--- src/rtl/sram_ctl_pkg.sv ---
// Shared types and elaboration-time helpers for the SRAM controller.
// Assumes all timing figures are integer nanoseconds.
package sram_ctl_pkg;

    // Operation phase; the strobes are decoded from this value
    typedef enum logic [2:0] {
        PH_IDLE,
        PH_RD,
        PH_WSU,
        PH_WPL,
        PH_WHD
    } phase_e;

    // Whole cycles needed to cover a span given in ns
    function automatic int ns_cycles(input int span_ns, input int clk_ns);
        return (span_ns + clk_ns - 1) / clk_ns;
    endfunction

    function automatic int imax(input int a, input int b);
        return (a > b) ? a : b;
    endfunction

endpackage

--- src/rtl/sram_req_reg.sv ---
// Request holding register: captures the client's request on acceptance
// and keeps it steady for the whole RAM operation.
// Assumes take is only high while the controller is idle.
module sram_req_reg #(
    parameter int ADDR_W = 17,
    parameter int DATA_W = 16,
    parameter int LANES  = 2
) (
    input  logic              clk,
    input  logic              rst_n,
    input  logic              take,
    input  logic              in_write,
    input  logic [ADDR_W-1:0] in_addr,
    input  logic [DATA_W-1:0] in_wdata,
    input  logic [LANES-1:0]  in_mask,
    output logic              hold_write,
    output logic [ADDR_W-1:0] hold_addr,
    output logic [DATA_W-1:0] hold_wdata,
    output logic [LANES-1:0]  hold_mask
);

    // Load every field on acceptance, clear on reset
    always_ff @(posedge clk) begin
        if (!rst_n) begin
            hold_write <= 1'b0;
            hold_addr  <= '0;
            hold_wdata <= '0;
            hold_mask  <= '0;
        end else if (take) begin
            hold_write <= in_write;
            hold_addr  <= in_addr;
            hold_wdata <= in_wdata;
            hold_mask  <= in_mask;
        end
    end

endmodule

--- src/rtl/sram_seq.sv ---
// Phase sequencer: steps idle -> read access, or idle -> write setup ->
// write pulse -> write hold, with every phase lasting a parameter count
// of cycles. Assumes every count is at least 1.
module sram_seq
    import sram_ctl_pkg::*;
#(
    parameter int RD_CYC = 14,
    parameter int SU_CYC = 6,
    parameter int PW_CYC = 11
) (
    input  logic   clk,
    input  logic   rst_n,
    input  logic   go,
    input  logic   go_wr,
    output phase_e phase,
    output logic   last
);

    localparam int MAXC  = imax(RD_CYC, imax(SU_CYC, PW_CYC));
    localparam int CNT_W = $clog2(MAXC + 1);

    logic [CNT_W-1:0] cnt;
    logic [CNT_W-1:0] len_m1;

    // Final count value of the current phase
    always_comb begin
        case (phase)
            PH_RD:   len_m1 = CNT_W'(RD_CYC - 1);
            PH_WSU:  len_m1 = CNT_W'(SU_CYC - 1);
            PH_WPL:  len_m1 = CNT_W'(PW_CYC - 1);
            default: len_m1 = '0;
        endcase
        last = (cnt == len_m1);
    end

    // Phase register and in-phase cycle counter
    always_ff @(posedge clk) begin
        if (!rst_n) begin
            phase <= PH_IDLE;
            cnt   <= '0;
        end else begin
            case (phase)
                PH_IDLE: begin
                    cnt <= '0;
                    if (go) phase <= go_wr ? PH_WSU : PH_RD;
                end
                PH_RD: begin
                    cnt <= last ? '0 : cnt + 1'b1;
                    if (last) phase <= PH_IDLE;
                end
                PH_WSU: begin
                    cnt <= last ? '0 : cnt + 1'b1;
                    if (last) phase <= PH_WPL;
                end
                PH_WPL: begin
                    cnt <= last ? '0 : cnt + 1'b1;
                    if (last) phase <= PH_WHD;
                end
                default: begin
                    cnt   <= '0;
                    phase <= PH_IDLE;
                end
            endcase
        end
    end


    seq_busy_start_chk: assert property (@(posedge clk) disable iff (!rst_n)
        (phase == PH_IDLE && go) |=> (phase != PH_IDLE));


    seq_hold_after_pulse_chk: assert property (@(posedge clk) disable iff (!rst_n)
        (phase == PH_WPL && last) |=> (phase == PH_WHD));

endmodule

--- src/rtl/sram_pin_drv.sv ---
// Pin driver: decodes the RAM strobes and bus direction from the phase,
// and captures the masked read data at the end of the access phase.
// Assumes DATA_W is a whole number of bytes and LANES = DATA_W / 8.
module sram_pin_drv
    import sram_ctl_pkg::*;
#(
    parameter int ADDR_W = 17,
    parameter int DATA_W = 16,
    parameter int LANES  = 2
) (
    input  logic              clk,
    input  logic              rst_n,
    input  phase_e            phase,
    input  logic              last,
    input  logic [ADDR_W-1:0] hold_addr,
    input  logic [DATA_W-1:0] hold_wdata,
    input  logic [LANES-1:0]  hold_mask,
    input  logic [DATA_W-1:0] dq_in,
    output logic [ADDR_W-1:0] ram_addr,
    output logic              ce_n,
    output logic              oe_n,
    output logic              we_n,
    output logic [LANES-1:0]  lane_n,
    output logic [DATA_W-1:0] dq_out,
    output logic              dq_drive,
    output logic              rd_valid,
    output logic [DATA_W-1:0] rd_data
);

    logic              active;
    logic [DATA_W-1:0] keep_bits;

    // Strobe and bus-direction decode
    always_comb begin
        active   = (phase != PH_IDLE);
        ce_n     = ~active;
        oe_n     = ~(phase == PH_RD);
        we_n     = ~(phase == PH_WPL);
        dq_drive = (phase == PH_WPL) || (phase == PH_WHD);
        ram_addr = hold_addr;
        dq_out   = hold_wdata;
    end

    // One select and one read-data mask byte per lane
    for (genvar g = 0; g < LANES; g++) begin : g_lane
        assign lane_n[g]          = ~(active & hold_mask[g]);
        assign keep_bits[g*8 +: 8] = {8{hold_mask[g]}};
    end

    // Capture read data on the last access cycle and pulse valid
    always_ff @(posedge clk) begin
        if (!rst_n) begin
            rd_valid <= 1'b0;
            rd_data  <= '0;
        end else if (phase == PH_RD && last) begin
            rd_valid <= 1'b1;
            rd_data  <= dq_in & keep_bits;
        end else begin
            rd_valid <= 1'b0;
        end
    end


    drive_needs_oe_high_chk: assert property (@(posedge clk) disable iff (!rst_n)
        dq_drive |-> oe_n);


    rd_valid_single_chk: assert property (@(posedge clk) disable iff (!rst_n)
        rd_valid |=> !rd_valid);


    we_under_ce_chk: assert property (@(posedge clk) disable iff (!rst_n)
        !we_n |-> !ce_n);

endmodule

--- src/rtl/sram_byte_ctrl.sv ---
// Top of the byte-lane SRAM controller: valid/ready request port in,
// asynchronous SRAM strobes and split data bus out. Phase lengths are
// derived here from ns minima and CLK_NS.
// Assumes an external pad drives the RAM pins from sram_dq_out when
// sram_dq_drive is high.
module sram_byte_ctrl
    import sram_ctl_pkg::*;
#(
    parameter int CLK_NS  = 5,
    parameter int ADDR_W  = 17,
    parameter int DATA_W  = 16,
    parameter int T_AA_NS = 70,
    parameter int T_RC_NS = 70,
    parameter int T_WC_NS = 70,
    parameter int T_WP_NS = 55,
    parameter int T_CW_NS = 60,
    parameter int T_DW_NS = 40,
    parameter int T_HZ_NS = 30
) (
    input  logic              clk,
    input  logic              rst_n,
    input  logic              req_valid,
    output logic              req_ready,
    input  logic              req_write,
    input  logic [ADDR_W-1:0] req_addr,
    input  logic [DATA_W-1:0] req_wdata,
    input  logic [1:0]        req_mask,
    output logic              rd_valid,
    output logic [DATA_W-1:0] rd_data,
    output logic [ADDR_W-1:0] sram_addr,
    output logic              sram_ce_n,
    output logic              sram_oe_n,
    output logic              sram_we_n,
    output logic [1:0]        sram_lane_n,
    output logic [DATA_W-1:0] sram_dq_out,
    output logic              sram_dq_drive,
    input  logic [DATA_W-1:0] sram_dq_in
);

    localparam int LANES  = DATA_W / 8;
    localparam int RD_CYC = imax(ns_cycles(T_AA_NS, CLK_NS), ns_cycles(T_RC_NS, CLK_NS));
    localparam int PW_MIN = imax(ns_cycles(T_WP_NS, CLK_NS), ns_cycles(T_DW_NS, CLK_NS));
    localparam int SU_CYC = imax(imax(1, ns_cycles(T_HZ_NS, CLK_NS)),
                                 ns_cycles(T_CW_NS, CLK_NS) - PW_MIN);
    localparam int PW_CYC = imax(PW_MIN, ns_cycles(T_WC_NS, CLK_NS) - SU_CYC - 1);
    localparam int WCNT_W = $clog2(PW_CYC + 2);

    phase_e            phase;
    logic              last;
    logic              take;
    logic              hold_write;
    logic [ADDR_W-1:0] hold_addr;
    logic [DATA_W-1:0] hold_wdata;
    logic [LANES-1:0]  hold_mask;

    assign req_ready = (phase == PH_IDLE);
    assign take      = req_valid & req_ready;

    sram_req_reg #(.ADDR_W(ADDR_W), .DATA_W(DATA_W), .LANES(LANES)) u_req (
        .clk(clk), .rst_n(rst_n), .take(take),
        .in_write(req_write), .in_addr(req_addr), .in_wdata(req_wdata),
        .in_mask(req_mask[LANES-1:0]),
        .hold_write(hold_write), .hold_addr(hold_addr),
        .hold_wdata(hold_wdata), .hold_mask(hold_mask)
    );

    sram_seq #(.RD_CYC(RD_CYC), .SU_CYC(SU_CYC), .PW_CYC(PW_CYC)) u_seq (
        .clk(clk), .rst_n(rst_n), .go(take), .go_wr(req_write),
        .phase(phase), .last(last)
    );

    sram_pin_drv #(.ADDR_W(ADDR_W), .DATA_W(DATA_W), .LANES(LANES)) u_pin (
        .clk(clk), .rst_n(rst_n), .phase(phase), .last(last),
        .hold_addr(hold_addr), .hold_wdata(hold_wdata), .hold_mask(hold_mask),
        .dq_in(sram_dq_in), .ram_addr(sram_addr),
        .ce_n(sram_ce_n), .oe_n(sram_oe_n), .we_n(sram_we_n),
        .lane_n(sram_lane_n), .dq_out(sram_dq_out), .dq_drive(sram_dq_drive),
        .rd_valid(rd_valid), .rd_data(rd_data)
    );

    // Cycles write enable has been low, for the pulse-width check
    logic [WCNT_W-1:0] we_low_cnt;
    always_ff @(posedge clk) begin
        if (!rst_n)          we_low_cnt <= '0;
        else if (!sram_we_n) we_low_cnt <= we_low_cnt + 1'b1;
        else                 we_low_cnt <= '0;
    end


    accept_drops_ready_chk: assert property (@(posedge clk) disable iff (!rst_n)
        take |=> !req_ready);


    we_pulse_len_chk: assert property (@(posedge clk) disable iff (!rst_n)
        $rose(sram_we_n) |-> (we_low_cnt >= WCNT_W'(PW_CYC)));


    addr_steady_chk: assert property (@(posedge clk) disable iff (!rst_n)
        (!sram_ce_n && $past(!sram_ce_n)) |-> $stable(sram_addr));


    write_dir_chk: assert property (@(posedge clk) disable iff (!rst_n)
        (!sram_ce_n && hold_write) |-> sram_oe_n);

endmodule

--- config.mk ---
export PLATFORM = sky130hd
export DESIGN_NAME = sram_byte_ctrl
export DESIGN_NICKNAME = d
export VERILOG_FILES = /design/src/rtl/sram_ctl_pkg.sv /design/src/rtl/sram_req_reg.sv /design/src/rtl/sram_seq.sv /design/src/rtl/sram_pin_drv.sv /design/src/rtl/sram_byte_ctrl.sv
export SDC_FILE = /design/constraint.sdc
export NUM_CORES = 1
export LEC_CHECK = 0
export BUFFER_PORTS_ARGS = -buffer_cell sky130_fd_sc_hd__buf_2
export CORE_AREA = 5 5 76 78
export CTS_CLUSTER_DIAMETER = 80
export CTS_CLUSTER_SIZE = 25
export DETAILED_ROUTE_END_ITERATION = 12
export DIE_AREA = 0 0 81 83
export PLACE_DENSITY = 0.84
export SLEW_MARGIN = 0
export SYNTH_ARGS = -nofsm -noshare
export SYNTH_HDL_FRONTEND = slang
export SYNTH_SLANG_ARGS = --single-unit
--- constraint.sdc ---
create_clock -name clk -period 4.26 [get_ports clk]
set_input_delay 0 -clock clk [delete_from_list [all_inputs] [get_ports clk]]
set_output_delay 0 -clock clk [all_outputs]
set_load 0.01 [all_outputs]
==> flow_summary.json <==
{
  "ys_seq_area_share_pct": 49.8,
  "grt_max_degree": 37,
  "worstReg2RegStart": "u_seq.phase[1]",
  "grt_pass1_wl_um": 11100,
  "drive_above_1_share_pct": 29.1,
  "period_minus_slack_ps": 2060,
  "ant_nets": 0,
  "dieArea_mm2": 0.00672,
  "crit_top_cell": "nand2_1",
  "ctsLongestPathBuffers": 2,
  "worstPathArrival_ps": 2240,
  "ys_warn_count": 0,
  "syn-cell-area_mm2": 0.00237,
  "first_pass_iters": 4,
  "hold_path_class": "input port to flip-flop",
  "clock-sinks": 59,
  "vdd_ir_drop_max_mv": 0.310,
  "wirelength_um": 6820,
  "ios": 112,
  "antenna_found_initial": 0,
  "worst_pin_slew_ps": 1110,
  "crit_chain": "or3_1, inv_2, nand2_1, nand2_1, a21oi_1",
  "fin_tns_setup_ps": 0,
  "gp_congestion": 0.794,
  "clock_skew_ps": 8.17,
  "numCtsBuffers": 9,
  "r2r-end": "u_req.hold_wdata[1]",
  "final-max-slew-violation-count": 0,
  "clock-root-buffer": "clkbuf_8",
  "crit_start": "u_seq.phase[1]",
  "die_y_um": 83,
  "final_cells": 514,
  "n_fill_cell": 399,
  "path_max_fanout": 35,
  "initial_core_util_pct": 47.3,
  "cts_tree": "done",
  "status": "finished, final reports clean",
  "grt_use_total_pct": 20.9,
  "most-common-layout-cells": "buf_2, nand2_1, dfxtp_1",
  "vias": 2435,
  "clock_latency_ps": 310,
  "endpoint_kind": "flip-flop",
  "slew_headroom_pct": 25.9,
  "drtIter0Drc": 100,
  "hold_viol": 0,
  "reg2reg_slack_ps": 2200,
  "hp-start": "req_write",
  "core_area_mm2": 0.00501,
  "port_buffers": 111,
  "reg2regPathDepth": 5,
  "grt_pass1_vias": 2467,
  "wl_per_cell_um": 13.3,
  "synthDistinctLibCells": 37,
  "rsz0062_at_grt": "no",
  "detailed_place_hpwl_um": 4160,
  "pwr_density_cell_mw_per_mm2": 423,
  "synth_cells": 286,
  "whs_path_depth": 4,
  "cp_data_required_time_ps": 4440,
  "avgSynthCellArea_um2": 8.29,
  "synth_top_area_share_pct": 49.8,
  "p_leak_uw": 0.00163,
  "startpoint_type": "flip-flop",
  "max_freq_mhz": 485,
  "setup_viol_count_final": 0,
  "cap_violations": 0,
  "clk_pin_slew_ps": 60,
  "grt_overflow": 0,
  "max_stage_delay_ps": 620,
  "total_power_uw": 1520,
  "fin_crit_sh_pct": 48.4,
  "dp_cells": 447,
  "crit_type": "flip-flop to flip-flop",
  "final_common_cell": "buf_2",
  "post-place-ws_ps": 2170,
  "synthTopCellsByArea": "dfxtp_1, nand2_1, a21oi_1",
  "syn_to_final_growth_pct": 51.4,
  "stdcell_area_mm2": 0.00359,
  "synth_top_area_cell": "dfxtp_1",
  "postLayoutSetupSlackWorst_ps": 2200,
  "dpl_cell_area_mm2": 0.00289,
  "cts.htree.levels": 3,
  "fp.dieW_um": 81,
  "critPathSlowestCell": "nand2_1",
  "ys_ff_latch": 59,
  "worstHoldEndpoint": "u_seq.phase[0]",
  "syn-num-nets": 342,
  "rows": 26,
  "final_nets": 495,
  "num_antenna_cells": 0,
  "drc": 0,
  "viasPerCell": 4.74
}
[repair_timing]
action	in CTS	in global routing
hold endpoints to repair	51	0
setup endpoints to repair	0	0
buffers inserted	0	0
hold buffers	51	0
resized for setup	0	0
[sequential cells by signal (all words and copies together) (netlist names)]
register and count:
u_pin.rd_data 16, u_seq.phase 3, u_seq.cnt 4, u_req.hold_addr 17
u_req.hold_wdata 16, u_req.hold_mask 2, u_pin.rd_valid 1
[report_power, final]
| part | switching (µW) | internal (µW) |
|---|---|---|
| combinational | 220 | 170 |
| clock | 193 | 286 |
| sequential | 42.7 | 605 |
[routing by layer]
layer  vias to the layer above  global-route usage [%]  share of wire [%]
met5                         -                       0                  0
met2                        98                    37.9                 52
met4                         0                    8.60                1.0
met1                      1090                    22.0                 40
li1                       1241                       -                  -
met3                         6                    5.74                7.2
[area by class of cell]
cell class                 count  area, µm²  share of cell area, %
timing repair buffer         164       1080                   30.1
sequential                    59       1180                   32.9
multi-input combinational    200       1030                   28.8
clock buffer                  14        153                   4.25
tap                           70       87.6                   2.44
clock inverter                 2       35.0                  0.976
inverter                       5       18.8                  0.523
[worst max-delay path, delay by kind of cell (launching register included)]
| kind | cells | cell delay (ps) |
|---|---|---|
| and+or+nand+nor | 3 | 1310 |
| DFF | 1 | 420 |
| buffers and inverters | 1 | 100 |
| AOI/OAI and AO/OA | 1 | 90 |
[through the flow]
step	hold WS, ps	utilization [%]
2_1_floorplan	136	-
3_3_place_gp	242	57.7
3_5_place_dp	251	57.7
4_1_cts	46.1	71.6
5_1_grt	94.8	71.6
6_report	70.8	71.6
[Yosys cell counts (all sizes together)]
cell type and count:
a21o 1, buf 10, a2bb2oi 1, nand2b 1, o21a 1, nor2 10
xor2 2, a21oi 36, nand3b 1, a2111o 1, mux2i 16, xnor2 2
a21boi 1, or2 1, o22a 1, or3 2, a31oi 1, ha 1
a2111oi 1, and2 2, inv 5, nand2 93, nand3 17, o21ai 5
nor2b 1, nor3b 1, dfxtp 59, clkbuf 12, nor3 1
[how the worst max path moves through the flow]
stage	to	slack (ps)	cells after the start
after global placement	u_req.hold_addr[2]	2200	5
final	u_req.hold_wdata[1]	2200	5
after CTS	u_req.hold_addr[11]	2160	5
after floorplan	u_pin.rd_data[10]	2650	7
after global routing	u_req.hold_addr[11]	1920	5
after detailed placement	u_req.hold_addr[11]	2170	5
[logic make-up after synthesis]
logic type      after synthesis  share of synthesized area [%]
compound gates               49                           11.5
xor+xnor                      4                           1.48
fa+ha+maj                     1                          0.528
buf+inv                      27                           6.60
flops                        59                           49.8
mux                          16                           6.76
simple gates                130                           23.3
Note: power is estimated with default switching activity, not from simulation.
